File: src/rtl/pwm_sync_pkg.sv
package pwm_sync_pkg;
  localparam int unsigned SLOT_CNT = 32;
  localparam int unsigned SLOT_W   = 5;

  // length of one period in clock cycles for a unit count
  function automatic int unsigned period_cycles(input int unsigned units);
    return units * SLOT_CNT;
  endfunction

  // delay from restart to period start in clock cycles
  function automatic int unsigned offset_cycles(input int unsigned ofs,
                                                input int unsigned units);
    return ofs * units;
  endfunction
endpackage

File: src/rtl/pwm_sync_edge.sv
module pwm_sync_edge #(
  parameter int STAGES = 2
) (
  input  logic clk,
  input  logic rst_n,
  input  logic async_in,
  output logic rise
);
  logic [STAGES:0] sh;

  always_ff @(posedge clk or negedge rst_n) begin
    if (!rst_n) sh <= '0;
    else        sh <= {sh[STAGES-1:0], async_in};
  end

  assign rise = sh[STAGES-1] & ~sh[STAGES];


  single_rise_chk: assert property (@(posedge clk) disable iff (!rst_n)
    rise |=> !rise);
endmodule

File: src/rtl/pwm_sync_regs.sv
module pwm_sync_regs #(
  parameter int NCH       = 8,
  parameter int ADDR_W    = 5,
  parameter int DATA_W    = 16,
  parameter int UNIT_W    = 7,
  parameter int CNT_W     = 12,
  parameter int OFS_W     = 5,
  parameter int DEF_UNITS = 4
) (
  input  logic                   clk,
  input  logic                   rst_n,
  input  logic                   wr_en,
  input  logic [ADDR_W-1:0]      wr_addr,
  input  logic [DATA_W-1:0]      wr_data,
  output logic [UNIT_W-1:0]      units,
  output logic [NCH-1:0]         hold_mask,
  output logic [NCH*CNT_W-1:0]   duty_flat,
  output logic [NCH*OFS_W-1:0]   ofs_flat
);
  localparam int PERIOD_ADDR = 0;
  localparam int HOLD_ADDR   = 1;
  localparam int DUTY_BASE   = 8;
  localparam int OFS_BASE    = 16;

  logic hit_period, hit_hold, unit_zero;
  assign hit_period = wr_en && (wr_addr == ADDR_W'(PERIOD_ADDR));
  assign hit_hold   = wr_en && (wr_addr == ADDR_W'(HOLD_ADDR));
  assign unit_zero  = (wr_data[UNIT_W-1:0] == '0);

  always_ff @(posedge clk or negedge rst_n) begin
    if (!rst_n) begin
      units     <= UNIT_W'(DEF_UNITS);
      hold_mask <= '0;
    end else begin
      if (hit_period && !unit_zero) units <= wr_data[UNIT_W-1:0];
      if (hit_hold) hold_mask <= wr_data[NCH-1:0];
    end
  end

  for (genvar g = 0; g < NCH; g++) begin : g_ch
    logic hit_duty, hit_ofs;
    assign hit_duty = wr_en && (wr_addr == ADDR_W'(DUTY_BASE + g));
    assign hit_ofs  = wr_en && (wr_addr == ADDR_W'(OFS_BASE + g));

    always_ff @(posedge clk or negedge rst_n) begin
      if (!rst_n) begin
        duty_flat[g*CNT_W +: CNT_W] <= '0;
        ofs_flat[g*OFS_W +: OFS_W]  <= '0;
      end else begin
        if (hit_duty) duty_flat[g*CNT_W +: CNT_W] <= wr_data[CNT_W-1:0];
        if (hit_ofs)  ofs_flat[g*OFS_W +: OFS_W]  <= wr_data[OFS_W-1:0];
      end
    end
  end


  zero_unit_ignored_chk: assert property (@(posedge clk) disable iff (!rst_n)
    (hit_period && unit_zero) |=> $stable(units));
endmodule

File: src/rtl/pwm_sync_chan.sv
module pwm_sync_chan
  import pwm_sync_pkg::*;
#(
  parameter int UNIT_W = 7,
  parameter int CNT_W  = 12,
  parameter int OFS_W  = 5
) (
  input  logic              clk,
  input  logic              rst_n,
  input  logic              restart,
  input  logic              enable,
  input  logic              hold,
  input  logic [UNIT_W-1:0] units,
  input  logic [CNT_W-1:0]  duty,
  input  logic [OFS_W-1:0]  ofs,
  output logic              pwm
);
  logic             waiting, running, raw, start;
  logic [CNT_W-1:0] wait_cnt, phase_cnt, period_len, delay_len;

  assign period_len = CNT_W'(period_cycles(32'(units)));
  assign delay_len  = CNT_W'(offset_cycles(32'(ofs), 32'(units)));
  assign start      = waiting && (wait_cnt == '0) && !restart;
  assign raw        = running && (phase_cnt < duty);

  always_ff @(posedge clk or negedge rst_n) begin
    if (!rst_n) begin
      waiting   <= 1'b0;
      running   <= 1'b0;
      wait_cnt  <= '0;
      phase_cnt <= '0;
    end else if (restart) begin
      waiting   <= 1'b1;
      running   <= 1'b0;
      wait_cnt  <= delay_len;
      phase_cnt <= '0;
    end else if (waiting) begin
      if (wait_cnt == '0) begin
        waiting   <= 1'b0;
        running   <= 1'b1;
        phase_cnt <= '0;
      end else begin
        wait_cnt <= wait_cnt - 1'b1;
      end
    end else if (running) begin
      phase_cnt <= (phase_cnt >= period_len - 1'b1) ? '0 : phase_cnt + 1'b1;
    end
  end

  always_ff @(posedge clk or negedge rst_n) begin
    if (!rst_n)      pwm <= 1'b0;
    else if (enable) pwm <= raw;
    else if (!hold)  pwm <= 1'b0;
  end


  start_chk: assert property (@(posedge clk) disable iff (!rst_n)
    start |=> (running && phase_cnt == '0));

  restart_idle_chk: assert property (@(posedge clk) disable iff (!rst_n)
    restart |=> (!running && waiting));
endmodule

File: src/rtl/pwm_phase_sync.sv
module pwm_phase_sync #(
  parameter int NCH       = 8,
  parameter int ADDR_W    = 5,
  parameter int DATA_W    = 16,
  parameter int UNIT_W    = 7,
  parameter int OFS_W     = 5,
  parameter int SYNC_FF   = 2,
  parameter int DEF_UNITS = 4
) (
  input  logic              clk,
  input  logic              rst_n,
  input  logic              enable,
  input  logic              sync_in,
  input  logic              wr_en,
  input  logic [ADDR_W-1:0] wr_addr,
  input  logic [DATA_W-1:0] wr_data,
  input  logic              stat_rd,
  output logic              stat_flag,
  output logic [NCH-1:0]    pwm_out
);
  localparam int CNT_W = UNIT_W + OFS_W;

  logic                 sync_edge;
  logic [UNIT_W-1:0]    units;
  logic [NCH-1:0]       hold_mask;
  logic [NCH*CNT_W-1:0] duty_flat;
  logic [NCH*OFS_W-1:0] ofs_flat;

  pwm_sync_edge #(.STAGES(SYNC_FF)) u_edge (
    .clk(clk), .rst_n(rst_n), .async_in(sync_in), .rise(sync_edge)
  );

  pwm_sync_regs #(
    .NCH(NCH), .ADDR_W(ADDR_W), .DATA_W(DATA_W), .UNIT_W(UNIT_W),
    .CNT_W(CNT_W), .OFS_W(OFS_W), .DEF_UNITS(DEF_UNITS)
  ) u_regs (
    .clk(clk), .rst_n(rst_n), .wr_en(wr_en), .wr_addr(wr_addr),
    .wr_data(wr_data), .units(units), .hold_mask(hold_mask),
    .duty_flat(duty_flat), .ofs_flat(ofs_flat)
  );

  for (genvar g = 0; g < NCH; g++) begin : g_chan
    pwm_sync_chan #(.UNIT_W(UNIT_W), .CNT_W(CNT_W), .OFS_W(OFS_W)) u_chan (
      .clk(clk), .rst_n(rst_n), .restart(sync_edge), .enable(enable),
      .hold(hold_mask[g]), .units(units),
      .duty(duty_flat[g*CNT_W +: CNT_W]), .ofs(ofs_flat[g*OFS_W +: OFS_W]),
      .pwm(pwm_out[g])
    );


    gate_off_chk: assert property (@(posedge clk) disable iff (!rst_n)
      (!enable && !hold_mask[g]) |=> !pwm_out[g]);

    hold_last_chk: assert property (@(posedge clk) disable iff (!rst_n)
      (!enable && hold_mask[g]) |=> $stable(pwm_out[g]));
  end

  always_ff @(posedge clk or negedge rst_n) begin
    if (!rst_n)         stat_flag <= 1'b0;
    else if (sync_edge) stat_flag <= 1'b1;
    else if (stat_rd)   stat_flag <= 1'b0;
  end


  flag_set_chk: assert property (@(posedge clk) disable iff (!rst_n)
    sync_edge |=> stat_flag);

  flag_clr_chk: assert property (@(posedge clk) disable iff (!rst_n)
    (stat_rd && !sync_edge) |=> !stat_flag);
endmodule

File: config.mk
export PLATFORM = sky130hd
export DESIGN_NAME = pwm_phase_sync
export DESIGN_NICKNAME = d
export VERILOG_FILES = /design/src/rtl/pwm_sync_pkg.sv /design/src/rtl/pwm_sync_edge.sv /design/src/rtl/pwm_sync_regs.sv /design/src/rtl/pwm_sync_chan.sv /design/src/rtl/pwm_phase_sync.sv
export SDC_FILE = /design/constraint.sdc
export NUM_CORES = 1
export LEC_CHECK = 0
export BUFFER_PORTS_ARGS = -buffer_cell sky130_fd_sc_hd__buf_2
export CORE_ASPECT_RATIO = 1.75
export CORE_MARGIN = 2
export CORE_UTILIZATION = 25
export CTS_BUF_LIST = sky130_fd_sc_hd__clkbuf_2
export CTS_CLUSTER_SIZE = 24
export DETAILED_ROUTE_END_ITERATION = 10
export GPL_ROUTABILITY_DRIVEN = 0
export SETUP_SLACK_MARGIN = 0.2
export SLEW_MARGIN = 30
export SYNTH_ARGS = -nofsm -noshare
export SYNTH_HDL_FRONTEND = slang
export SYNTH_SLANG_ARGS = --single-unit
File: constraint.sdc
create_clock -name clk -period 10.52 [get_ports clk]
set_clock_uncertainty 0.15 [all_clocks]
set_input_delay 2.104 -clock clk [delete_from_list [all_inputs] [get_ports clk]]
set_output_delay 2.104 -clock clk [all_outputs]
set_load 0.05 [all_outputs]
# Word-level counts from Yosys, hierarchy flattened
# Index checks and enable logic that the tools add are counted.
# W data, S select, Z words.
dict set report word_totals {
  input_bits 27
  ff_bits 371
  output_inout_bits 9
}
dict set report op_classes {
  n_mux 130
  multipliers 8
  n_reduce_logical 87
  n_eq_ne 41
  magnitude_cmp 16
  n_addsub 17
  bitwise_logic 2
}
# op n
set ops {}
lappend ops {{$mux W12} 64}
lappend ops {{$sub A12 B1 Y12 const B} 9}
lappend ops {{$add A12 B1 Y12 const B} 8}
lappend ops {{$ge A12 B12 Y1} 8}
lappend ops {{$logic_not A12 Y1} 8}
lappend ops {{$lt A12 B12 Y1} 8}
lappend ops {{$mul A5 B7 Y12} 8}
lappend ops {{$mux W1} 66}
lappend ops {{$reduce_and A2 Y1} 24}
lappend ops {{$eq A5 B4 Y1 const B} 8}
lappend ops {{$eq A5 B5 Y1 const B} 8}
lappend ops {{$reduce_bool A2 Y1} 17}
lappend ops {{$ne A2 B2 Y1 const B} 15}
lappend ops {{$logic_and A1 B1 Y1} 27}
lappend ops {{$reduce_bool A3 Y1} 8}
lappend ops {{$ne A3 B3 Y1 const B} 7}
lappend ops {{$logic_not A7 Y1} 1}
lappend ops {{$eq A5 B1 Y1 const B} 1}
lappend ops {{$logic_not A5 Y1} 1}
lappend ops {{$ne A3 B2 Y1 const B} 1}
lappend ops {{$ne A2 B1 Y1 const B} 1}
lappend ops {{$and A1 B1 Y1} 1}
lappend ops {{$logic_not A1 Y1} 1}
lappend ops {{$not A1 Y1} 1}

# Logic depth before layout (Yosys ltp)
# Gate-level depths: netlist of run 1.
dict set report logic_depth {
  ltp_word 6
  mapped_depth 16
  ltp_nobuf 14
}

# By module
# Synthesis of run 1 repeated with hierarchy kept, for this count alone.
dict set report hier_totals {
  cells_unflattened 3205
  hier_area_um2 30606.9
}
# module seq_area_each_um2 n_inst area_per_inst_um2 cells_each
set modules_own_cells {}
lappend modules_own_cells {{pwm_sync_chan at g_chan[5].u_chan ...} 675.6 2 3154.3 358}
lappend modules_own_cells {{pwm_sync_chan at g_chan[0].u_chan ...} 675.6 2 3042.9 354}
lappend modules_own_cells {{pwm_sync_chan at g_chan[3].u_chan ...} 675.6 2 3039.2 347}
lappend modules_own_cells {pwm_sync_regs 3779.9 1 5799.3 358}
lappend modules_own_cells {{pwm_sync_chan at g_chan[7].u_chan} 675.6 1 3109.2 365}
lappend modules_own_cells {{pwm_sync_chan at g_chan[2].u_chan} 675.6 1 3100.5 357}
lappend modules_own_cells {pwm_sync_edge 75.1 1 88.8 4}
lappend modules_own_cells {pwm_phase_sync 25.0 1 36.3 3}

# Worst setup path after synthesis of run 1
# No wires, ideal clock.
dict set report synth_timing {
  path_kind {register -> register}
  start {register u_regs.units[0]}
  end {register g_chan[6].u_chan.wait_cnt[10]}
  n_path_buf 2
  arrival_time_ns 4.027
  stages_incl_launch_ff 15
  path_slack_ns 6.207
  synth_period_minus_slack_ns 4.313
  cell_sequence {dfrtp_1 clkbuf_1 clkbuf_1 nand2_1 fa_1 fa_1 fa_1 inv_1 ha_1 a211oi_1 o21bai_1 a31o_2 a21oi_1 xor2_1 mux2i_1}
}
dict set report synth_between {
  elab_chain_cells 2
}
# element line
set synth_lines {}
lappend synth_lines {{start: declaration} pwm_sync_regs.sv:15} ;# output logic [UNIT_W-1:0] units,
lappend synth_lines {{start signal: assignment} pwm_sync_regs.sv:32} ;# units <= UNIT_W'(DEF_UNITS);
lappend synth_lines {{start signal: assignment} pwm_sync_regs.sv:35} ;# if (hit_period && !unit_zero) units <= wr_data[UNIT_W-1:0];
lappend synth_lines {{$mul A5 B7 Y12} pwm_sync_pkg.sv:13} ;# return ofs * units;
lappend synth_lines {{$mux W12} pwm_sync_chan.sv:32} ;# end else if (restart) begin
lappend synth_lines {{end signal: assignment} pwm_sync_chan.sv:35} ;# wait_cnt <= delay_len;
lappend synth_lines {{end signal: assignment} pwm_sync_chan.sv:43} ;# wait_cnt <= wait_cnt - 1'b1;
lappend synth_lines {{end: declaration} pwm_sync_chan.sv:19} ;# logic [CNT_W-1:0] wait_cnt, phase_cnt, period_len, delay_len;
# Every way passes these cells.
# A chain may end at the register's enable or synchronous reset.

# Final worst setup path of run 1
dict set report layout_timing {
  start {register u_regs.units[3]}
  end {register g_chan[1].u_chan.wait_cnt[11]}
}
dict set report layout_between {
  elab_chain_cells 2
}
# element line
set layout_lines {}
lappend layout_lines {{$mul A5 B7 Y12} pwm_sync_pkg.sv:13}
lappend layout_lines {{$mux W12} pwm_sync_chan.sv:32}
lappend layout_lines {{end signal: assignment} pwm_sync_chan.sv:35}
lappend layout_lines {{end signal: assignment} pwm_sync_chan.sv:43}
lappend layout_lines {{end: declaration} pwm_sync_chan.sv:19}
# Every way passes these cells.

==> metrics, run 1 <==
synthesized flop and latch total=371; EDFF count, synth=0; final worst hold slack=around 0.22 ns; die footprint=between 100000 and 150000 sq um; distinct cell type count of the synthesized netlist=between 70 and 80; most used flip-flop cell after synthesis=dfrtp_1; Post-Syn Area=between 20000 and 30000 sq um; run status=finished, final reports clean; cells taking the most area after synthesis=dfrtp_1 (32%), ha_1 (14%), fa_1 (8.3%); number of global-route vias before repair=between 20000 and 25000; buffer levels on the longest clock path=3; final sum of negative setup slack=0 ns; cells resized by post-CTS repair=0; CP startpoint kind=register; post-detailed-route count of antenna-violating nets=0; CTS tree=built; count of routing violations after the opening detailed-route iteration=about 740; crit path capture type=register; Peak VDD IR=around 0.00008 V; estimated wirelength of the detail-placed design=52.1 mm; fmax=about 0.2 GHz; vertical die dimension=approximately 450 um; clock network latency to the later pin of the worst-skew pair=between 1 and 1.5 ns; wire length of the first global-routing pass=around 120 mm; GRT Residual Overflow=0; worst path arrival time=5.84 ns; via count=22500; Ys Warns=0; Syn Inst Count=roughly 3100; type of the worst setup path=register to register; layout cells sized above 1=10.5%; share of the synthesized area in the top cell type=about a third; drc violations=0; final worst-path cycle share=between 40% and 50%; fraction of the yosys area taken by sequential cells=between 30% and 40%; number of nets in the layout=roughly 3600; clk slew on worst S/H paths=approximately 0.11 ns; post-route cell area=between 30000 and 40000 sq um; Syn Area/Cell=~9.3 sq um; width of the die=261 um; initial core utilization=approximately a quarter; cell taking the most area after synthesis=dfrtp_1; number of post-CTS setup repair buffers=0; count of input and output buffers=31; total length of routed wires=73.0 mm; number of top-level pins=36; routed len/inst=around 15 um; final count of pins violating max slew=0; TritonCTS buffer count=between 80 and 90; Leakage Power=roughly 15 nW; pin count of the biggest net entering global routing=roughly 130; Clk Tree Root Cell=clkbuf_2; 1st-pass router iterations=5; PD cells=approximately 170 nW/um^2; final total power=~5.4 mW; CTS Hold Buffers Added=0; number of max-cap violations=0; # rows=approximately 160; hold violation count in the final report=0; time the worst path needs with I/O delays and setup=4.99 ns; number of setup violations in the final report=0; number of antenna violations at the first check in global routing=8; Slew Limit Headroom=between 30% and 40%; detailed-route vias per instance=between 4 and 5; Worst Path Max Fanout=22; layout overhead on the synthesized area=9.25%; count of fill cells added during filler insertion=12200; net count after synthesis=roughly 3600; commonest cells in the synthesized netlist=dfrtp_1 (370), nand2_1 (340), ha_1 (321); min-delay worst type=register to register; most repeated cell in the gate-level netlist after synthesis=dfrtp_1; RSZ-0062 raised after global routing=no; CTS HTree Levels=3; fraction of registers with async set or reset after synthesis=between 90% and 100%; Sink Count=371; total track usage=12.5%; Worst Path Required=11.37 ns; post-detailed-placement cell area=slightly above 30000 sq um; placeable core area=approximately 110000 sq um; transition time of the tightest slew-check pin=0.947 ns
## power by group
part | leakage (nW) | internal (mW) | switching (mW)
Sequential | 4.75 | 1.73 | 0.329
Clock | 0.581 | 0.375 | 0.626
Combinational | 10.0 | 0.998 | 1.39
## cells by family (layout without fill, tap and decap cells)
| group | after synthesis | in the layout | share of synthesized area [%] |
|---|---|---|---|
| and+or+nand+nor | 1000 | 1000 | 17.4 |
| muxes | 128 | 128 | 4.93 |
| other | 0 | 3 | 0 |
| DFF | 371 | 371 | 32.2 |
| buffers and inverters | 394 | 493 | 5.30 |
| xor gates and xnor gates | 122 | 122 | 3.70 |
| AOI/OAI and AO/OA | 658 | 658 | 14.2 |
| adders and majority gates | 441 | 441 | 22.2 |
## through the flow
step	cells	worst slack [ns]	utilization, %
floorplan	3114	6.21	-
global placement	4558	5.47	26.9
detailed placement	4558	5.49	26.9
CTS	4706	5.48	27.5
global route	4710	5.28	27.6
finish	4710	5.53	27.6
## sequential cells by signal, summed over array words and instances, names as in the netlist
name and flops:
g_chan.u_chan.phase_cnt 96, g_chan.u_chan.wait_cnt 96, u_regs.duty_flat 96, u_regs.ofs_flat 40, g_chan.u_chan.pwm 8, g_chan.u_chan.running 8
g_chan.u_chan.waiting 8, u_regs.hold_mask 8, u_regs.units 7, u_edge.sh 3, stat_flag 1
## cell type report
cell class	count	area, sq um	area share [%]
antenna	3	7.51	0.0238
clock buffer	117	586	1.86
clock inverter	31	206	0.655
inverter	288	1080	3.43
multi-input combinational	2349	18100	57.3
sequential	371	9290	29.5
tap	1494	1870	5.93
timing repair buffer	57	418	1.33
## critical path, cell delays in order (launching register included)
cell and delay (ns):
dfrtp_1 0.97, buf_4 0.46, and2_1 0.21, fa_1 0.45
fa_1 0.54, inv_1 0.05, fa_1 0.52, inv_1 0.04
ha_1 0.34, a2111oi_0 0.48, nor3_1 0.08, a21o_1 0.19
a21oi_1 0.16, xor2_1 0.15, o21ai_0 0.08
## routing by layer
metal | GRT usage [%] | wire, um | vias up
met1 | 12.9 | 27400 | 11100
met4 | 5.02 | 2390 | 6
met5 | 0 | 41 | -
met3 | 1.75 | 2340 | 142
met2 | 24.9 | 40800 | 327
li1 | - | - | 10900
## cells in the final DEF, fill, tap and decap left out, types with 68 or more instances in the layout
master      n
dfrtp_1   369
nand2_1   340
ha_1      321
inv_1     288
o21ai_0   249
and2_1    165
nor2_1    150
fa_1      120
clkbuf_2  117
mux2_2    113
a21oi_1   104
nand3_1    81
xnor2_1    68
## path summary, 6_finish.rpt
check / from / end / slack (ns) / cells past startpoint
max: u_regs.units[3] / g_chan[1].u_chan.wait_cnt[11] / 5.53 / 14
min: u_edge.sh[0] / u_edge.sh[1] / 0.22 / 0
max reg2reg: u_regs.units[3] / g_chan[1].u_chan.wait_cnt[11] / 5.53 / 14
min reg2reg: u_edge.sh[0] / u_edge.sh[1] / 0.22 / 0
max in group asynchronous: rst_n / g_chan[0].u_chan.wait_cnt[11] / 7.43 / 4
min in group asynchronous: rst_n / g_chan[5].u_chan.phase_cnt[7] / 0.69 / 1
Power figures use the tool's default switching activity.
==> run 2, diff against run 1 <==
==> constraint.sdc (replaced) <==
create_clock -name clk -period 4.2 [get_ports clk]
set_clock_uncertainty 0.15 [all_clocks]
set_input_delay 0.84 -clock clk [delete_from_list [all_inputs] [get_ports clk]]
set_output_delay 0.84 -clock clk [all_outputs]
set_load 0.05 [all_outputs]
==> metrics, run 2 (same netlist as run 1, synthesis figures left out) <==
ordered list of cells on the worst path=buf_12, and2_4, fa_1, fa_1, inv_2, fa_1, inv_2, ha_4, a21oi_2, o22ai_2, a311o_1, a31oi_1, xor2_1, o21ai_1; total length of routed wires=77.4 mm (+6.0%); Gate power share=48.8% (+5.0 points); Sink Count=371 (unchanged); vertical die dimension=453 um (unchanged); number of global-route vias before repair=24100 (+4.1%); clock network latency to the later pin of the worst-skew pair=1.21 ns (about the same); time the worst path needs with I/O delays and setup=4.08 ns (-0.908 ns); transition time of the tightest slew-check pin=0.984 ns (+0.0365 ns); number of max-cap violations=0 (unchanged); total instance count after detailed placement=4616 (+1.3%); final count of pins violating max slew=0 (unchanged); longest individual stage delay on the worst path=0.59 ns (-0.38 ns); Worst Path Required=5.06 ns (-6.31 ns); largest registers=g_chan.u_chan.phase_cnt x96, g_chan.u_chan.wait_cnt x96, u_regs.duty_flat x96; CTS tree=built; via count=23200 (+3.3%); estimated wirelength of the detail-placed design=55.5 mm (+6.4%); wire length of the first global-routing pass=125 mm (+4.6%); number of top-level pins=36 (unchanged); routed len/inst=16.0 um (+3.3%); clk slew on worst S/H paths=0.13 ns (+0.02 ns); RSZ-0062 raised after global routing=yes; run status=finished, final reports clean; switching portion of total power=43.3% (+0.29 points); die footprint=118000 sq um (unchanged); hold violation count in the final report=0 (unchanged); flop-to-flop setup slack=0.12 ns (-5.41 ns); count of input and output buffers=31 (unchanged); Leakage Power=16.1 nW (+4.7%); sequential share of power=34.5% (-3.3 points); post-detailed-route count of antenna-violating nets=0 (unchanged); TritonCTS buffer count=85 (+1.2%); final worst-path cycle share=97.2% (+50 points); drc violations=0 (unchanged); non-filler instance count after layout=4832 (+2.6%); buffer levels on the longest clock path=3 (unchanged); fmax=0.245 GHz (+22%); worst-case setup slack after placement=0.0176 ns (-5.47 ns); PD cells=443 nW/um^2 (+160%); most used cells in the layout excluding fill and tap cells=dfrtp_1 (367), nand2_1 (336), ha_1 (295); final core occ=29.4% (+1.8 points); CTS HTree Levels=3 (unchanged); Clk Tree Root Cell=clkbuf_2; number of setup violations in the final report=0 (unchanged); number of nets in the layout=3735 (+3.2%); pin count of the biggest net entering global routing=72 (-45%); post-route cell area=33600 sq um (+6.4%); placeable core area=114000 sq um (unchanged); number of antenna violations at the first check in global routing=5 (-3); count of routing violations after the opening detailed-route iteration=941 (+28%); leading cell type in the layout, fill and taps excluded=dfrtp_1; layout overhead on the synthesized area=16.3%; worst path arrival time=4.95 ns (-0.89 ns); switching power total=6.44 mW (+170%); count of fill cells added during filler insertion=11900 (-1.8%); type of the worst setup path=register to register; final total power=14.9 mW (+170%); initial core utilization=25.2% (unchanged); Int Power=8.43 mW (+170%); combined flip-flop and latch cell area=9290 sq um (about the same); layout cells sized above 1=17.5% (+7.0 points); part of the total power dissipated in the clock network=16.7% (-1.7 points); area occupied by multi-input gates=18900 sq um (+4.6%); CP startpoint kind=register; Peak VDD IR=0.000216 V (+170%); 1st-pass router iterations=5 (unchanged); Worst Path Max Fanout=13 (-41%); min-delay worst type=primary input to asynchronous set/reset pin; crit path capture type=register; Critical Path Most Common Cell=fa_1; # rows=164 (unchanged); width of the die=261 um (unchanged); detailed-route vias per instance=4.80 (+0.68%); slowest CP cell=dfstp_2; post-detailed-placement cell area=31300 sq um (+2.1%); total track usage=13.2% (+0.69 points); Slew Limit Headroom=34.3% (-2.6 points); GRT Residual Overflow=0 (unchanged); smallest setup slack after layout=0.117 ns (-5.41 ns)
==> run 2: changes by cell type in the layout (fill, tap and decap cells not counted), moves of 11 or more <==
cell | before | now
inv_2 | 1 | 18
buf_12 | 3 | 17
a211oi_1 | 31 | 20
and2_4 | 0 | 16
a21oi_2 | 0 | 21
inv_1 | 288 | 270
and2_1 | 165 | 149
buf_4 | 22 | 85
ha_4 | 0 | 22
ha_1 | 321 | 295
dlygate4sd3_1 | 0 | 25
o21ai_1 | 7 | 27
a21oi_1 | 104 | 81
o21ai_0 | 249 | 219
==> run 2: final timing paths <==
check / start / to / depth (start not counted)
min in group clk: u_edge.sh[0] / u_edge.sh[1] / 0
worst max register to register: u_regs.units[2] / g_chan[4].u_chan.wait_cnt[11] / 14
worst max-delay path: u_regs.units[2] / g_chan[4].u_chan.wait_cnt[11] / 14
max in group asynchronous: rst_n / g_chan[6].u_chan.phase_cnt[3] / 3
worst min register to register: u_edge.sh[0] / u_edge.sh[1] / 0
worst min-delay path: rst_n / g_chan[3].u_chan.wait_cnt[9] / 3
==> run 2: repair_timing <==
action	in CTS	in global routing
setup endpoints to repair	37	87
hold buffers	26	0
resized for setup	57	152
setup buffers	14	15
pin swaps	29	105
endpoints found under the hold margin	434	0
cloned	2	1
==> run 2: per-layer routing <==
layer / vias up / global-route usage (%) / wire length (um)
li1: 11100 / - / -
met1: 11500 / 13.5 / 28700
met2: 386 / 26.1 / 42900
met3: 189 / 1.94 / 2490
met4: 4 / 5.93 / 3250
met5: - / 0 / 23
==> run 2: through the flow <==
step | hold WS, ns | setup TNS, ns
floorplan | 0.181 | 0
global placement | 0.193 | 0
detailed placement | 0.198 | 0
CTS | 0.0154 | 0
global route | 0.112 | -0.0350
finish | 0.171 | 0
==> run 2: final cells by class <==
| cell class | count | share of cell area (%) |
|---|---|---|
| flip-flops and latches | 371 | 27.7 |
| inverters | 288 | 3.22 |
| clock buffers | 117 | 1.74 |
| repair buffers | 172 | 4.84 |
| clock inverters | 38 | 0.615 |
| diodes | 3 | 0.0224 |
| multi-input cells | 2349 | 56.3 |
| well taps | 1494 | 5.57 |
==> run 2: power by group through the flow <==
stage          clock [mW]  sequential (mW)  combinational, mW
2_1_floorplan           0             4.93               4.77
3_3_place_gp            0             5.17               6.28
3_5_place_dp            0             5.20               6.43
4_1_cts              2.60             5.12               6.79
5_1_grt              2.73             5.25               8.17
6_report             2.48             5.13               7.26
==> run 2: worst max-delay path: cells and delay by family (launching register included) <==
kind | cells | cell delay [ns]
buf+inv | 3 | 0.25
simple gates | 1 | 0.15
compound gates | 5 | 0.77
xor+xnor | 1 | 0.16
flops | 1 | 0.59
fa+ha+maj | 4 | 1.83
